File: config.mk
export PLATFORM = sky130hd
export DESIGN_NAME = serial_xfer_engine
export DESIGN_NICKNAME = d
export VERILOG_FILES = /design/src/rtl/sxe_pkg.sv /design/src/rtl/sxe_half_tick.sv /design/src/rtl/sxe_ctrl.sv /design/src/rtl/serial_xfer_engine.sv
export SDC_FILE = /design/constraint.sdc
export NUM_CORES = 1
export LEC_CHECK = 0
export BUFFER_PORTS_ARGS = -buffer_cell sky130_fd_sc_hd__buf_2
export CORE_ASPECT_RATIO = 0.75
export CORE_MARGIN = 2
export CORE_UTILIZATION = 35
export CTS_CLUSTER_SIZE = 24
export DETAILED_ROUTE_END_ITERATION = 7
export SYNTH_ARGS = -nofsm -noshare
export SYNTH_HDL_FRONTEND = slang
export SYNTH_SLANG_ARGS = --single-unit
File: constraint.sdc
create_clock -name clk -period 5.3 [get_ports clk]
set_input_delay 1.06 -clock clk [delete_from_list [all_inputs] [get_ports clk]]
set_output_delay 1.06 -clock clk [all_outputs]
set_load 0.02 [all_outputs]
File: src/rtl/sxe_pkg.sv
package sxe_pkg;
    localparam int BYTE_W = 8;
    localparam int BIT_W  = $clog2(BYTE_W);

    typedef enum logic [3:0] {
        ST_IDLE, ST_LOADR, ST_FETCH,
        ST_WLO, ST_WHI, ST_TLO, ST_THI,
        ST_RLO, ST_RHI, ST_PUSH, ST_ENDA, ST_ENDB
    } sxe_state_e;

    typedef struct packed {
        sxe_state_e        st;
        logic [BYTE_W-1:0] wleft;
        logic [BYTE_W-1:0] rleft;
        logic [BYTE_W-1:0] sh;
        logic [BYTE_W-1:0] rx;
        logic [BIT_W-1:0]  bitn;
    } sxe_regs_t;

    function automatic logic is_timed(sxe_state_e s);
        return (s == ST_WLO) || (s == ST_WHI) || (s == ST_TLO) || (s == ST_THI) ||
               (s == ST_RLO) || (s == ST_RHI) || (s == ST_ENDA) || (s == ST_ENDB);
    endfunction
endpackage

File: src/rtl/sxe_half_tick.sv
module sxe_half_tick #(
    parameter int HALF_DIV = 2
) (
    input  logic clk,
    input  logic rst_n,
    input  logic run,
    output logic tick
);
    generate
        if (HALF_DIV <= 1) begin : g_full_rate
            assign tick = run;
        end else begin : g_divided
            localparam int DW = $clog2(HALF_DIV);
            logic [DW-1:0] cnt_d, cnt_q;

            always_comb begin
                cnt_d = '0;
                if (run && (cnt_q != DW'(HALF_DIV - 1))) begin
                    cnt_d = cnt_q + 1'b1;
                end
            end

            always_ff @(posedge clk or negedge rst_n) begin
                if (!rst_n) cnt_q <= '0;
                else        cnt_q <= cnt_d;
            end

            assign tick = run && (cnt_q == DW'(HALF_DIV - 1));
        end
    endgenerate
endmodule

File: src/rtl/sxe_ctrl.sv
module sxe_ctrl
    import sxe_pkg::*;
(
    input  logic              clk,
    input  logic              rst_n,
    input  logic              tick,
    output logic              run,
    input  logic [BYTE_W-1:0] in_data,
    input  logic              in_valid,
    output logic              in_ready,
    output logic [BYTE_W-1:0] out_data,
    output logic              out_valid,
    input  logic              out_ready,
    output logic              sck,
    output logic              cs_n,
    output logic              mosi,
    input  logic              miso,
    output logic              busy
);
    localparam logic [BIT_W-1:0] LAST_BIT = BIT_W'(BYTE_W - 1);

    sxe_regs_t r_d, r_q;

    always_comb begin
        r_d = r_q;
        unique case (r_q.st)
            ST_IDLE: begin
                if (in_valid) begin
                    r_d.wleft = in_data;
                    r_d.st    = ST_LOADR;
                end
            end
            ST_LOADR: begin
                if (in_valid) begin
                    r_d.rleft = in_data;
                    if (r_q.wleft != '0)     r_d.st = ST_FETCH;
                    else if (in_data != '0)  r_d.st = ST_TLO;
                    else                     r_d.st = ST_ENDA;
                end
            end
            ST_FETCH: begin
                if (in_valid) begin
                    r_d.sh   = in_data;
                    r_d.bitn = '0;
                    r_d.st   = ST_WLO;
                end
            end
            ST_WLO: if (tick) r_d.st = ST_WHI;
            ST_WHI: begin
                if (tick) begin
                    r_d.sh    = {r_q.sh[BYTE_W-2:0], 1'b0};
                    r_d.bitn  = r_q.bitn + 1'b1;
                    r_d.wleft = r_q.wleft - 1'b1;
                    if (r_q.wleft == BYTE_W'(1))
                        r_d.st = (r_q.rleft != '0) ? ST_TLO : ST_ENDA;
                    else if (r_q.bitn == LAST_BIT)
                        r_d.st = ST_FETCH;
                    else
                        r_d.st = ST_WLO;
                end
            end
            ST_TLO: if (tick) r_d.st = ST_THI;
            ST_THI: begin
                if (tick) begin
                    r_d.bitn = '0;
                    r_d.rx   = '0;
                    r_d.st   = ST_RLO;
                end
            end
            ST_RLO: if (tick) r_d.st = ST_RHI;
            ST_RHI: begin
                if (tick) begin
                    r_d.rx[LAST_BIT - r_q.bitn] = miso;
                    r_d.bitn  = r_q.bitn + 1'b1;
                    r_d.rleft = r_q.rleft - 1'b1;
                    if ((r_q.bitn == LAST_BIT) || (r_q.rleft == BYTE_W'(1)))
                        r_d.st = ST_PUSH;
                    else
                        r_d.st = ST_RLO;
                end
            end
            ST_PUSH: begin
                if (out_ready) begin
                    r_d.rx   = '0;
                    r_d.bitn = '0;
                    r_d.st   = (r_q.rleft == '0) ? ST_ENDA : ST_RLO;
                end
            end
            ST_ENDA: if (tick) r_d.st = ST_ENDB;
            ST_ENDB: if (tick) r_d.st = ST_IDLE;
            default: r_d.st = ST_IDLE;
        endcase
    end

    always_ff @(posedge clk or negedge rst_n) begin
        if (!rst_n) r_q <= '{st: ST_IDLE, default: '0};
        else        r_q <= r_d;
    end

    assign run       = is_timed(r_q.st);
    assign in_ready  = (r_q.st == ST_IDLE) || (r_q.st == ST_LOADR) || (r_q.st == ST_FETCH);
    assign out_valid = (r_q.st == ST_PUSH);
    assign out_data  = r_q.rx;
    assign sck       = (r_q.st == ST_WHI) || (r_q.st == ST_THI) || (r_q.st == ST_RHI) ||
                       (r_q.st == ST_ENDA) || (r_q.st == ST_ENDB);
    assign cs_n      = (r_q.st == ST_IDLE) || (r_q.st == ST_LOADR) ||
                       (r_q.st == ST_ENDA) || (r_q.st == ST_ENDB);
    assign mosi      = ((r_q.st == ST_WLO) || (r_q.st == ST_WHI)) ? r_q.sh[BYTE_W-1] : 1'b0;
    assign busy      = (r_q.st != ST_IDLE);
endmodule

File: src/rtl/serial_xfer_engine.sv
module serial_xfer_engine #(
    parameter int HALF_DIV = 2
) (
    input  logic       clk,
    input  logic       rst_n,
    input  logic [7:0] in_data,
    input  logic       in_valid,
    output logic       in_ready,
    output logic [7:0] out_data,
    output logic       out_valid,
    input  logic       out_ready,
    output logic       sck,
    output logic       cs_n,
    output logic       mosi,
    input  logic       miso,
    output logic       busy
);
    logic run;
    logic tick;

    sxe_half_tick #(.HALF_DIV(HALF_DIV)) i_tick (
        .clk   (clk),
        .rst_n (rst_n),
        .run   (run),
        .tick  (tick)
    );

    sxe_ctrl i_ctrl (
        .clk       (clk),
        .rst_n     (rst_n),
        .tick      (tick),
        .run       (run),
        .in_data   (in_data),
        .in_valid  (in_valid),
        .in_ready  (in_ready),
        .out_data  (out_data),
        .out_valid (out_valid),
        .out_ready (out_ready),
        .sck       (sck),
        .cs_n      (cs_n),
        .mosi      (mosi),
        .miso      (miso),
        .busy      (busy)
    );
endmodule

After elaboration in Yosys (flattened, before gate mapping)
Index checks and enable logic that the tools add are counted.
{ "totals": {"register_bits": 40, "latchBits": 0, "ram_bits": 0, "romBits": 0, "in_bits": 13, "out_inout_bits": 14, "elab_cells": 115, "memories": 0} }
{ "classes": {"add_sub_neg": 5, "n_mul": 0, "div_mod_pow": 0, "order_cmp": 2, "eq_ne": 26, "shifts": 0, "muxes": 38, "n_bitwise": 1, "n_reduce_logical": 36} }
{ "ops": {"columns": ["operator", "count"], "rows": [
  ["4-bit 2-to-1 mux", 16],
  ["4-bit case mux with 12 select lines", 1],
  ["8-bit case mux with 2 select lines", 3],
  ["11-bit 2-to-1 mux", 3],
  ["12-bit 2-to-1 mux", 2],
  ["8-bit 2-to-1 mux", 3],
  ["8-bit case mux with 3 select lines", 1],
  ["8-bit nonzero test", 3],
  ["2-bit by 1-bit != test with 1-bit output (second input constant)", 9],
  ["4-bit by 3-bit == test with 1-bit output (second input constant)", 4],
  ["4-bit == test (second input constant)", 4],
  ["8-bit by 1-bit == test with 1-bit output (second input constant)", 2],
  ["1-bit logical OR", 16],
  ["8-bit by 1-bit subtractor with 8-bit output (second input constant)", 2],
  ["3-bit case mux with 5 select lines", 1],
  ["12-bit AND reduction", 1],
  ["3-bit AND reduction", 3],
  ["8-bit bitwise mux", 1],
  ["4-bit by 2-bit == test with 1-bit output (second input constant)", 2],
  ["8-bit logical NOT", 1],
  ["3-bit 2-to-1 mux", 2],
  ["2-bit != test (second input constant)", 3],
  ["6-bit AND reduction", 1],
  ["2-bit nonzero test", 3],
  ["16 further kinds", 21]
]} }

Depth between registers and ports, before layout
Gate-level depths: netlist (run 1).
{ "depth": {"depth_word": 11, "mapped_depth": 8, "mapped_depth_nobuf": 7} }

Cells and area by module
Synthesis (run 1) repeated with hierarchy kept, for this count alone.
{ "unflattened": {"hier_cells": 337, "hier_area_um2": 2728.9} }
{ "by_module_without_submodules": {"columns": ["module", "instances", "cells_each", "area_per_inst_um2", "seq_area_each_um2"], "rows": [
  ["sxe_ctrl", 1, 334, 2687.6, 975.9],
  ["sxe_half_tick", 1, 3, 41.3, 25.0]
]} }

Worst setup path before layout (run 1)
No wires, ideal clock.
{ "synth_timing": {"kind": "register to output", "from": "reg i_ctrl.r_q[35] in the netlist's numbering", "to": "out sck", "arrival_ns": 1.314, "t_required_ns": 4.240, "slack_ns": 2.926, "path_stages_with_launch": 5, "path_buffers": 3, "cell_sequence": "dfrtp_1 -> buf_6 -> buf_4 -> buf_2 -> o21ai_0"} }
{ "synth_via": {"elab_chain_cells": 5, "elab_cells_between_ends": 9, "cone_classes": "eq/ne: 5; reduce/logical: 4"} }
{ "synth_lines": {"columns": ["item", "line", "text"], "rows": [
  ["start: declaration", "sxe_ctrl.sv:22", "sxe_regs_t r_d, r_q;"],
  ["start signal: assignment", "sxe_ctrl.sv:97", "else r_q <= r_d;"],
  ["4-bit by 3-bit == test with 1-bit output", "sxe_ctrl.sv:104", "assign sck = (r_q.st == ST_WHI) || (r_q.st == ST_THI) || (r_q.st == ST_RHI) ||"],
  ["1-bit logical OR (3 in series)", "sxe_ctrl.sv:104", null],
  ["1-bit logical OR (*)", "sxe_ctrl.sv:105", "(r_q.st == ST_ENDA) || (r_q.st == ST_ENDB);"],
  ["end: declaration", "serial_xfer_engine.sv:12", "output logic sck,"]
]} }
Mark *: on every way between the ends. The rest lies on a longest branch, timed or not.

Final worst setup path (run 1)
{ "layout_timing": {"from": "reg i_ctrl.r_q[38] in the netlist's numbering", "to": "out sck"} }
Same word-level chain as after synthesis.

==> impl_metrics.env, run 1 <==
export IMPL_status="completed"
export IMPL_p_total_mw=1.46
export IMPL_portBuffers=26
export IMPL_synthFlopType="dfrtp_1"
export IMPL_wl_met1_um=3460
export IMPL_drc_errors=0
export IMPL_grt_usage=0.168
export IMPL_vias=2413
export IMPL_layout_nets=355
export IMPL_start_kind="flop"
export IMPL_postPlaceCellArea_um2=2810
export IMPL_final_max_slew_viol_count=0
export IMPL_swShare=0.448
export IMPL_placementRows=27
export IMPL_grt_max_degree=41
export IMPL_final_period_utilization=0.563
export IMPL_ys_seq_area_frac=0.367
export IMPL_vdd_drop_max_uv=204
export IMPL_cpMaxStageDelayCell="dfrtp_1"
export IMPL_io_pin_count=27
export IMPL_timing_rr_end="i_ctrl.r_q[25]"
export IMPL_post_drt_wl_per_cell_um=15.0
export IMPL_dp_hpwl_um=4710
export IMPL_cts_buffers=5
export IMPL_startpoint="i_ctrl.r_q[38]"
export IMPL_core_area_um2=7430
export IMPL_synth_cells=331
export IMPL_endpoint_kind="output port"
export IMPL_clkSinkCount=40
export IMPL_final_common_cell="dfrtp_1"
export IMPL_yosys_register_bits=40
export IMPL_cts_path_max_buffers=2
export IMPL_syn_nets=350
export IMPL_synth_edff_count=0
export IMPL_slowest_delay_ps=820
export IMPL_postCtsSetupBuffers=0
export IMPL_grt_pass1_vias=2206
export IMPL_initial_utilization=0.367
export IMPL_worst_pin_slew_ps=910
export IMPL_ys_warnings_count=0
export IMPL_ctsResizeCount=0
export IMPL_finalSetupTns_ps=0
export IMPL_die_area_um2=8520
export IMPL_p_per_area_nw_per_um2=503
export IMPL_ys_types=62
export IMPL_netlist_area_um2=2730
export IMPL_critical_path_depth=4
export IMPL_insertion_delay_ps=300
export IMPL_antenna_found_initial=0
export IMPL_cts_max_level=2
export IMPL_antenna_cells=0
export IMPL_vias_per_cell=5.51
export IMPL_arrival_ps=1930
export IMPL_grt_remaining_overflow=0
export IMPL_hold_class="flop to flop"
export IMPL_root_buffer="clkbuf_8"
export IMPL_die_h_um=80.5
export IMPL_finalSetupViolations=0
export IMPL_leakagePower_nw=1.21
export IMPL_grt_pass1_wl_um=11200
export IMPL_drtIter0Drc=161
export IMPL_cts_hold_buf=0
export IMPL_place_congestion=0.847
export IMPL_critical_path_max_fanout=21
export IMPL_period_needed_ps=2990
export IMPL_syn_area_per_cell_um2=8.24
export IMPL_area_growth_pct=6.79
export IMPL_intPower_mw=0.808
export IMPL_drt_pass1_iter_count=4
export IMPL_maxSlewHeadroom=0.393
export IMPL_final_cell_mix="dfrtp_1, nand2_1, o21ai_0, a21oi_1, nor2_1"
export IMPL_r2r_start="i_ctrl.r_q[38]"
export IMPL_ant_nets=0
export IMPL_rsz0062_at_grt="false"
export IMPL_drive_gt1_frac=0.139
export IMPL_cap_violations=0
export IMPL_reg2reg_slack_ps=2790
export IMPL_top_layer="met4"
export IMPL_clk_pin_slew_ps=80
export IMPL_cts_tree="done"
export IMPL_combPwrFrac=0.421
export IMPL_power_frac_seq=0.408
export IMPL_totalWireLength_um=6590
export IMPL_synthArstFlopShare=1.00
export IMPL_clock_power_share=0.170
export IMPL_routed_wl_met2_um=2700
export IMPL_final_cell_area_um2=2910
export IMPL_wl_met3_um=351
export IMPL_die_x_um=106
export IMPL_clock_skew_ps=6.40
export IMPL_path_delay_family="flip-flops"
export IMPL_path_class="flop to output port"
export IMPL_reg2reg_depth=5
export IMPL_cp_cell_sequence="nor2b_1, nor2_1, o21ai_0, buf_2"
export IMPL_final_hold_violation_count=0
export IMPL_p_switching_mw=0.656
export IMPL_fmax_ghz=0.335
export IMPL_crit_end="sck"
export IMPL_required_ps=4240
export IMPL_critPathBufInv=1
-- worst register-to-register path, stage by stage, from the launching register on --
cell	delay, ps
dfrtp_1	820
nor2b_1	340
nand2_1	550
nor3_1	460
a22oi_1	110
o21ai_1	150
-- cell type report --
type	count	area [µm²]
sequential	40	1000
inverter	15	56.3
tap	101	126
clock inverter	2	35.0
clock buffer	6	72.6
timing repair buffer	26	130
multi-input combinational	248	1490
fill	768	4520
-- sequential cells by signal, indices dropped and copies added, names as in the netlist --
signal                  count
i_ctrl.out_data             8
i_ctrl.r_q                 31
i_tick.g_divided.cnt_q      1
-- kinds of logic after synthesis --
logic type | after synthesis | share of synthesized area
flops | 40 | 0.367
buf+inv | 43 | 0.0862
xor+xnor | 2 | 0.00642
simple gates | 118 | 0.225
fa+ha+maj | 6 | 0.0275
compound gates | 117 | 0.267
mux | 5 | 0.0211
-- synthesized netlist by cell type, drive strengths merged (2+ instances only) --
cell type	n	area [µm²]
o21ai	42	214
dfrtp	40	1000
nand2	40	153
a21oi	31	159
nor2	28	108
buf	24	164
inv	15	56.3
a31oi	13	81.3
nor3	12	71.3
nand3	8	40.0
ha	6	75.1
nor4	6	43.8
a22oi	4	35.0
and2	4	25.0
clkbuf	4	15.0
a211oi	3	22.5
a21o	3	22.5
mux2	3	37.5
nand2b	3	18.8
nor2b	3	18.8
nor4b	3	47.5
o22ai	3	18.8
o41ai	3	26.3
mux2i	2	20.0
nor3b	2	15.0
o31a	2	17.5
o31ai	2	15.0
or3	2	17.5
xor2	2	17.5
-- how the worst min path moves through the flow --
stage                  startpoint            endpoint  depth (start not counted)
6_report       i_ctrl.out_data[0]  i_ctrl.out_data[0]                          2
3_3_place_gp   i_ctrl.out_data[5]  i_ctrl.out_data[5]                          2
2_1_floorplan  i_ctrl.out_data[7]  i_ctrl.out_data[7]                          2
5_1_grt        i_ctrl.out_data[1]  i_ctrl.out_data[1]                          2
3_5_place_dp   i_ctrl.out_data[0]  i_ctrl.out_data[0]                          2
4_1_cts        i_ctrl.out_data[0]  i_ctrl.out_data[0]                          2
-- power by group through the flow --
| stage | Clock, mW | Combinational, mW | Sequential [mW] |
|---|---|---|---|
| after floorplan | 0 | 0.588 | 0.497 |
| after global placement | 0 | 0.607 | 0.594 |
| after detailed placement | 0 | 0.616 | 0.599 |
| after CTS | 0.256 | 0.618 | 0.594 |
| after global routing | 0.267 | 0.697 | 0.628 |
| final | 0.250 | 0.617 | 0.598 |
-- per-stage QoR --
step	setup slack (ps)	util	hold WS (ps)	instances
5_1_grt	2120	0.392	561	438
2_1_floorplan	2930	-	469	331
4_1_cts	2330	0.392	512	438
3_5_place_dp	2650	0.377	493	430
3_3_place_gp	2690	0.377	487	430
6_report	2310	0.392	507	438
-- routing by layer --
metal,GRT usage,up-vias
met5,0,-
met4,0.0632,0
met3,0.0300,8
met2,0.237,63
met1,0.251,1143
li1,-,1199
Power figures use the tool's default switching activity.
==> inputs of run 2 (changes only) <==
==> constraint.sdc (replaced) <==
create_clock -name clk -period 2.9 [get_ports clk]
set_input_delay 0.58 -clock clk [delete_from_list [all_inputs] [get_ports clk]]
set_output_delay 0.58 -clock clk [all_outputs]
set_load 0.02 [all_outputs]
==> impl_metrics.env, run 2 (synthesis results as in run 1) <==
export IMPL_root_buffer="clkbuf_8"
export IMPL_postCtsSetupBuffers=0
export IMPL_grt_pass1_vias=2379
export IMPL_maxSlewHeadroom=0.372
export IMPL_path_delay_family="flip-flops"
export IMPL_worst_pin_slew_ps=941
export IMPL_totalWireLength_um=6950
export IMPL_final_cell_mix="dfrtp_1, nand2_1, o21ai_0, a21oi_1, nor2_1"
export IMPL_leakagePower_nw=1.23
export IMPL_final_common_cell="dfrtp_1"
export IMPL_die_h_um=80.5
export IMPL_cts_max_level=2
export IMPL_cts_path_max_buffers=2
export IMPL_cap_violations=0
export IMPL_required_ps=2320
export IMPL_antenna_found_initial=0
export IMPL_drive_gt1_frac=0.150
export IMPL_grt_remaining_overflow=0
export IMPL_critical_path_max_fanout=18
export IMPL_initial_utilization=0.367
export IMPL_clk_pin_slew_ps=80
export IMPL_clock_skew_ps=5.78
export IMPL_grt_max_degree=41
export IMPL_clkSinkCount=40
export IMPL_final_period_utilization=0.863
export IMPL_rsz0062_at_grt="false"
export IMPL_fmax_ghz=0.400
export IMPL_die_area_um2=8520
export IMPL_io_pin_count=27
export IMPL_insertion_delay_ps=290
export IMPL_wl_met3_um=348
export IMPL_portBuffers=26
export IMPL_final_hold_violation_count=0
export IMPL_core_area_um2=7430
export IMPL_die_x_um=106
export IMPL_cpMaxStageDelayCell="dfrtp_1"
export IMPL_regMostFlops="i_ctrl.r_q"
export IMPL_cts_tree="done"
export IMPL_endpoint_kind="output port"
export IMPL_start_kind="flop"
export IMPL_dp_cells=434
export IMPL_finalSetupTns_ps=0
export IMPL_final_max_slew_viol_count=0
export IMPL_cts_hold_buf=0
export IMPL_dp_hpwl_um=4940
export IMPL_drc_errors=0
export IMPL_vias_per_cell=5.58
export IMPL_ant_nets=0
export IMPL_layout_nets=359
export IMPL_slowest_delay_ps=740
export IMPL_grt_usage=0.177
export IMPL_largest_register_ff_count=31
export IMPL_critPathBufInv=1
export IMPL_p_per_area_nw_per_um2=929
export IMPL_wl_met1_um=3600
export IMPL_antenna_cells=0
export IMPL_arrival_ps=1920
export IMPL_drtIter0Drc=126
export IMPL_final_cells=442
export IMPL_top_layer="met4"
export IMPL_area_growth_pct=7.89
export IMPL_hold_class="input port to asynchronous set/reset pin"
export IMPL_placementRows=27
export IMPL_final_util=0.396
export IMPL_cp_cell_sequence="nor2b_1, nor2_1, o21ai_0, buf_2"
export IMPL_fin_hold_ws_ps=417
export IMPL_vias=2466
export IMPL_cts_buffers=5
export IMPL_path_class="flop to output port"
export IMPL_routed_wl_met2_um=2940
export IMPL_drt_pass1_iter_count=4
export IMPL_finalSetupViolations=0
export IMPL_vdd_drop_max_uv=382
export IMPL_grt_pass1_wl_um=12000
export IMPL_ctsResizeCount=0
export IMPL_period_needed_ps=2500
export IMPL_place_congestion=0.884
export IMPL_status="completed"
export IMPL_post_drt_wl_per_cell_um=15.7
==> run 2: power by group <==
| group | switching [mW] | internal (mW) |
|---|---|---|
| logic | 0.745 | 0.486 |
| registers | 0.289 | 0.756 |
| clock network | 0.202 | 0.256 |
==> run 2: worst paths after layout <==
check / from / endpoint / slack [ps] / cells past startpoint
worst min register to register: i_ctrl.out_data[6] / i_ctrl.out_data[6] / 500 / 2
worst max register to register: i_ctrl.r_q[36] / i_ctrl.out_data[4] / 560 / 4
worst max-delay path: i_ctrl.r_q[37] / sck / 400 / 4
min in group clk: i_ctrl.out_data[6] / i_ctrl.out_data[6] / 500 / 2
worst min-delay path: rst_n / i_ctrl.r_q[16] / 420 / 1
max in group asynchronous: rst_n / i_ctrl.r_q[27] / 1890 / 1
==> run 2: area by class of cell <==
| type | instances | area, µm² |
|---|---|---|
| clock buffer | 6 | 72.6 |
| clock inverter | 2 | 35.0 |
| fill | 782 | 4490 |
| inverter | 15 | 56.3 |
| multi-input combinational | 248 | 1490 |
| sequential | 40 | 1000 |
| tap | 101 | 126 |
| timing repair buffer | 30 | 160 |
==> run 2: per-layer routing <==
| metal | vias to the layer above | GRT usage |
|---|---|---|
| li1 | 1209 | - |
| met1 | 1189 | 0.264 |
| met4 | 0 | 0.0447 |
| met5 | - | 0 |
| met3 | 7 | 0.0325 |
| met2 | 61 | 0.262 |
==> run 2: through the flow <==
step | instance area (µm²) | worst slack [ps] | total power [mW]
4_1_cts | 2940 | 421 | 2.74
3_5_place_dp | 2840 | 589 | 2.26
3_3_place_gp | 2840 | 612 | 2.24
6_report | 2940 | 399 | 2.73
5_1_grt | 2940 | 251 | 2.98
2_1_floorplan | 2730 | 1010 | 1.98
==> inputs of run 3 (changes only) <==
--- a/config.mk
+++ b/config.mk
@@ -8,7 +8,7 @@
 export BUFFER_PORTS_ARGS = -buffer_cell sky130_fd_sc_hd__buf_2
 export CORE_ASPECT_RATIO = 0.75
 export CORE_MARGIN = 2
-export CORE_UTILIZATION = 35
+export CORE_UTILIZATION = 25
 export CTS_CLUSTER_SIZE = 24
 export DETAILED_ROUTE_END_ITERATION = 7
 export SYNTH_ARGS = -nofsm -noshare
==> impl_metrics.env, run 3 (synthesis results as in run 1) <==
export IMPL_dp_hpwl_um=5160
export IMPL_postCtsSetupBuffers=0
export IMPL_layout_nets=360
export IMPL_startpoint="i_ctrl.r_q[38]"
export IMPL_vdd_drop_max_uv=317
export IMPL_drive_gt1_frac=0.155
export IMPL_die_x_um=125
export IMPL_fmax_ghz=0.440
export IMPL_grt_pass1_vias=2291
export IMPL_totalWireLength_um=7130
export IMPL_grt_remaining_overflow=0
export IMPL_vias=2483
export IMPL_crit_end="in_ready"
export IMPL_endpoint_kind="output port"
export IMPL_final_util=0.294
export IMPL_reg2reg_depth=5
export IMPL_maxSlewHeadroom=0.370
export IMPL_drt_pass1_iter_count=5
export IMPL_io_pin_count=27
export IMPL_place_congestion=0.835
export IMPL_period_needed_ps=2270
export IMPL_cts_hold_buf=0
export IMPL_die_area_um2=11800
export IMPL_p_switching_mw=1.26
export IMPL_cap_violations=0
export IMPL_reg2reg_slack_ps=680
export IMPL_regMostFlops="i_ctrl.r_q"
export IMPL_worst_pin_slew_ps=945
export IMPL_ctsResizeCount=0
export IMPL_area_growth_pct=12.5
export IMPL_leakagePower_nw=1.27
export IMPL_cts_max_level=2
export IMPL_vias_per_cell=5.19
export IMPL_insertion_delay_ps=290
export IMPL_cts_path_max_buffers=2
export IMPL_post_drt_wl_per_cell_um=14.9
export IMPL_grt_pass1_wl_um=11900
export IMPL_antenna_found_initial=1
export IMPL_intPower_mw=1.70
export IMPL_p_per_area_nw_per_um2=965
export IMPL_hold_class="input port to asynchronous set/reset pin"
export IMPL_r2r_start="i_ctrl.r_q[36]"
export IMPL_drc_errors=0
export IMPL_grt_max_degree=41
export IMPL_power_frac_seq=0.348
export IMPL_portBuffers=26
export IMPL_final_period_utilization=0.783
export IMPL_largest_register_ff_count=31
export IMPL_arrival_ps=1690
export IMPL_ant_nets=0
export IMPL_final_cell_mix="dfrtp_1, nand2_1, o21ai_0, a21oi_1, nor2_1"
export IMPL_status="completed"
export IMPL_antenna_cells=0
export IMPL_finalSetupTns_ps=0
export IMPL_root_buffer="clkbuf_16"
export IMPL_swShare=0.425
export IMPL_critical_path_max_fanout=11
export IMPL_timing_rr_end="i_ctrl.r_q[26]"
export IMPL_timing_final_ws_setup_ps=628
export IMPL_finalSetupViolations=0
export IMPL_clock_skew_ps=5.47
export IMPL_cts_buffers=5
export IMPL_combPwrFrac=0.421
export IMPL_initial_utilization=0.261
export IMPL_path_class="flop to output port"
export IMPL_cts_tree="done"
export IMPL_drtIter0Drc=274
export IMPL_dp_slack_ps=686
export IMPL_clkSinkCount=40
export IMPL_grt_usage=0.125
export IMPL_p_total_mw=2.96
export IMPL_final_max_slew_viol_count=0
export IMPL_required_ps=2320
export IMPL_placementRows=32
export IMPL_die_h_um=94.5
export IMPL_rsz0062_at_grt="false"
export IMPL_clock_power_share=0.231
export IMPL_final_common_cell="dfrtp_1"
export IMPL_start_kind="flop"
export IMPL_clk_pin_slew_ps=60
export IMPL_final_hold_violation_count=0
export IMPL_core_area_um2=10500
-- run 3: per-layer routing --
layer  part of all wire  vias up  GRT usage
met5                  0        -          0
met4              0.011        0     0.0281
met3              0.059       10     0.0312
met2               0.40       63      0.173
met1               0.53     1199      0.191
li1                   -     1211          -
-- run 3: critical path, cell delays in order (launching register included) --
cell     delay (ps)
dfrtp_1         500
buf_4           250
or2_2           340
a21oi_1         130
buf_2           180
-- run 3: worst min-delay path by stage --
stage | start | to | cells past startpoint
after floorplan | rst_n | i_ctrl.out_data[0] | 0
after global placement | i_ctrl.out_data[4] | i_ctrl.out_data[4] | 2
final | rst_n | i_tick.g_divided.cnt_q | 1
after detailed placement | i_ctrl.out_data[6] | i_ctrl.out_data[6] | 2
after CTS | rst_n | i_tick.g_divided.cnt_q | 1
after global routing | rst_n | i_ctrl.r_q[20] | 1
-- run 3: per-stage QoR --
stage	area, µm²	instances	hold slack, ps
5_1_grt	3070	478	526
4_1_cts	3070	478	481
3_3_place_gp	2890	470	483
2_1_floorplan	2730	331	284
3_5_place_dp	2890	470	500
6_report	3070	478	440
-- run 3: power groups by stage --
stage,clock network [mW],registers (mW),logic (mW)
final,0.683,1.03,1.25
after global routing,0.723,1.07,1.40
after CTS,0.698,1.02,1.24
after detailed placement,0,1.03,1.24
after global placement,0,1.02,1.21
after floorplan,0,0.908,1.07
-- run 3: area by class of cell --
class                           instances  area, µm²
Sequential cell                        40       1000
Fill cell                            1097       7380
Tap cell                              136        170
Timing Repair Buffer                   31        168
Clock buffer                            7        153
Multi-Input combinational cell        248       1490
Clock inverter                          1       30.0
Inverter                               15       56.3
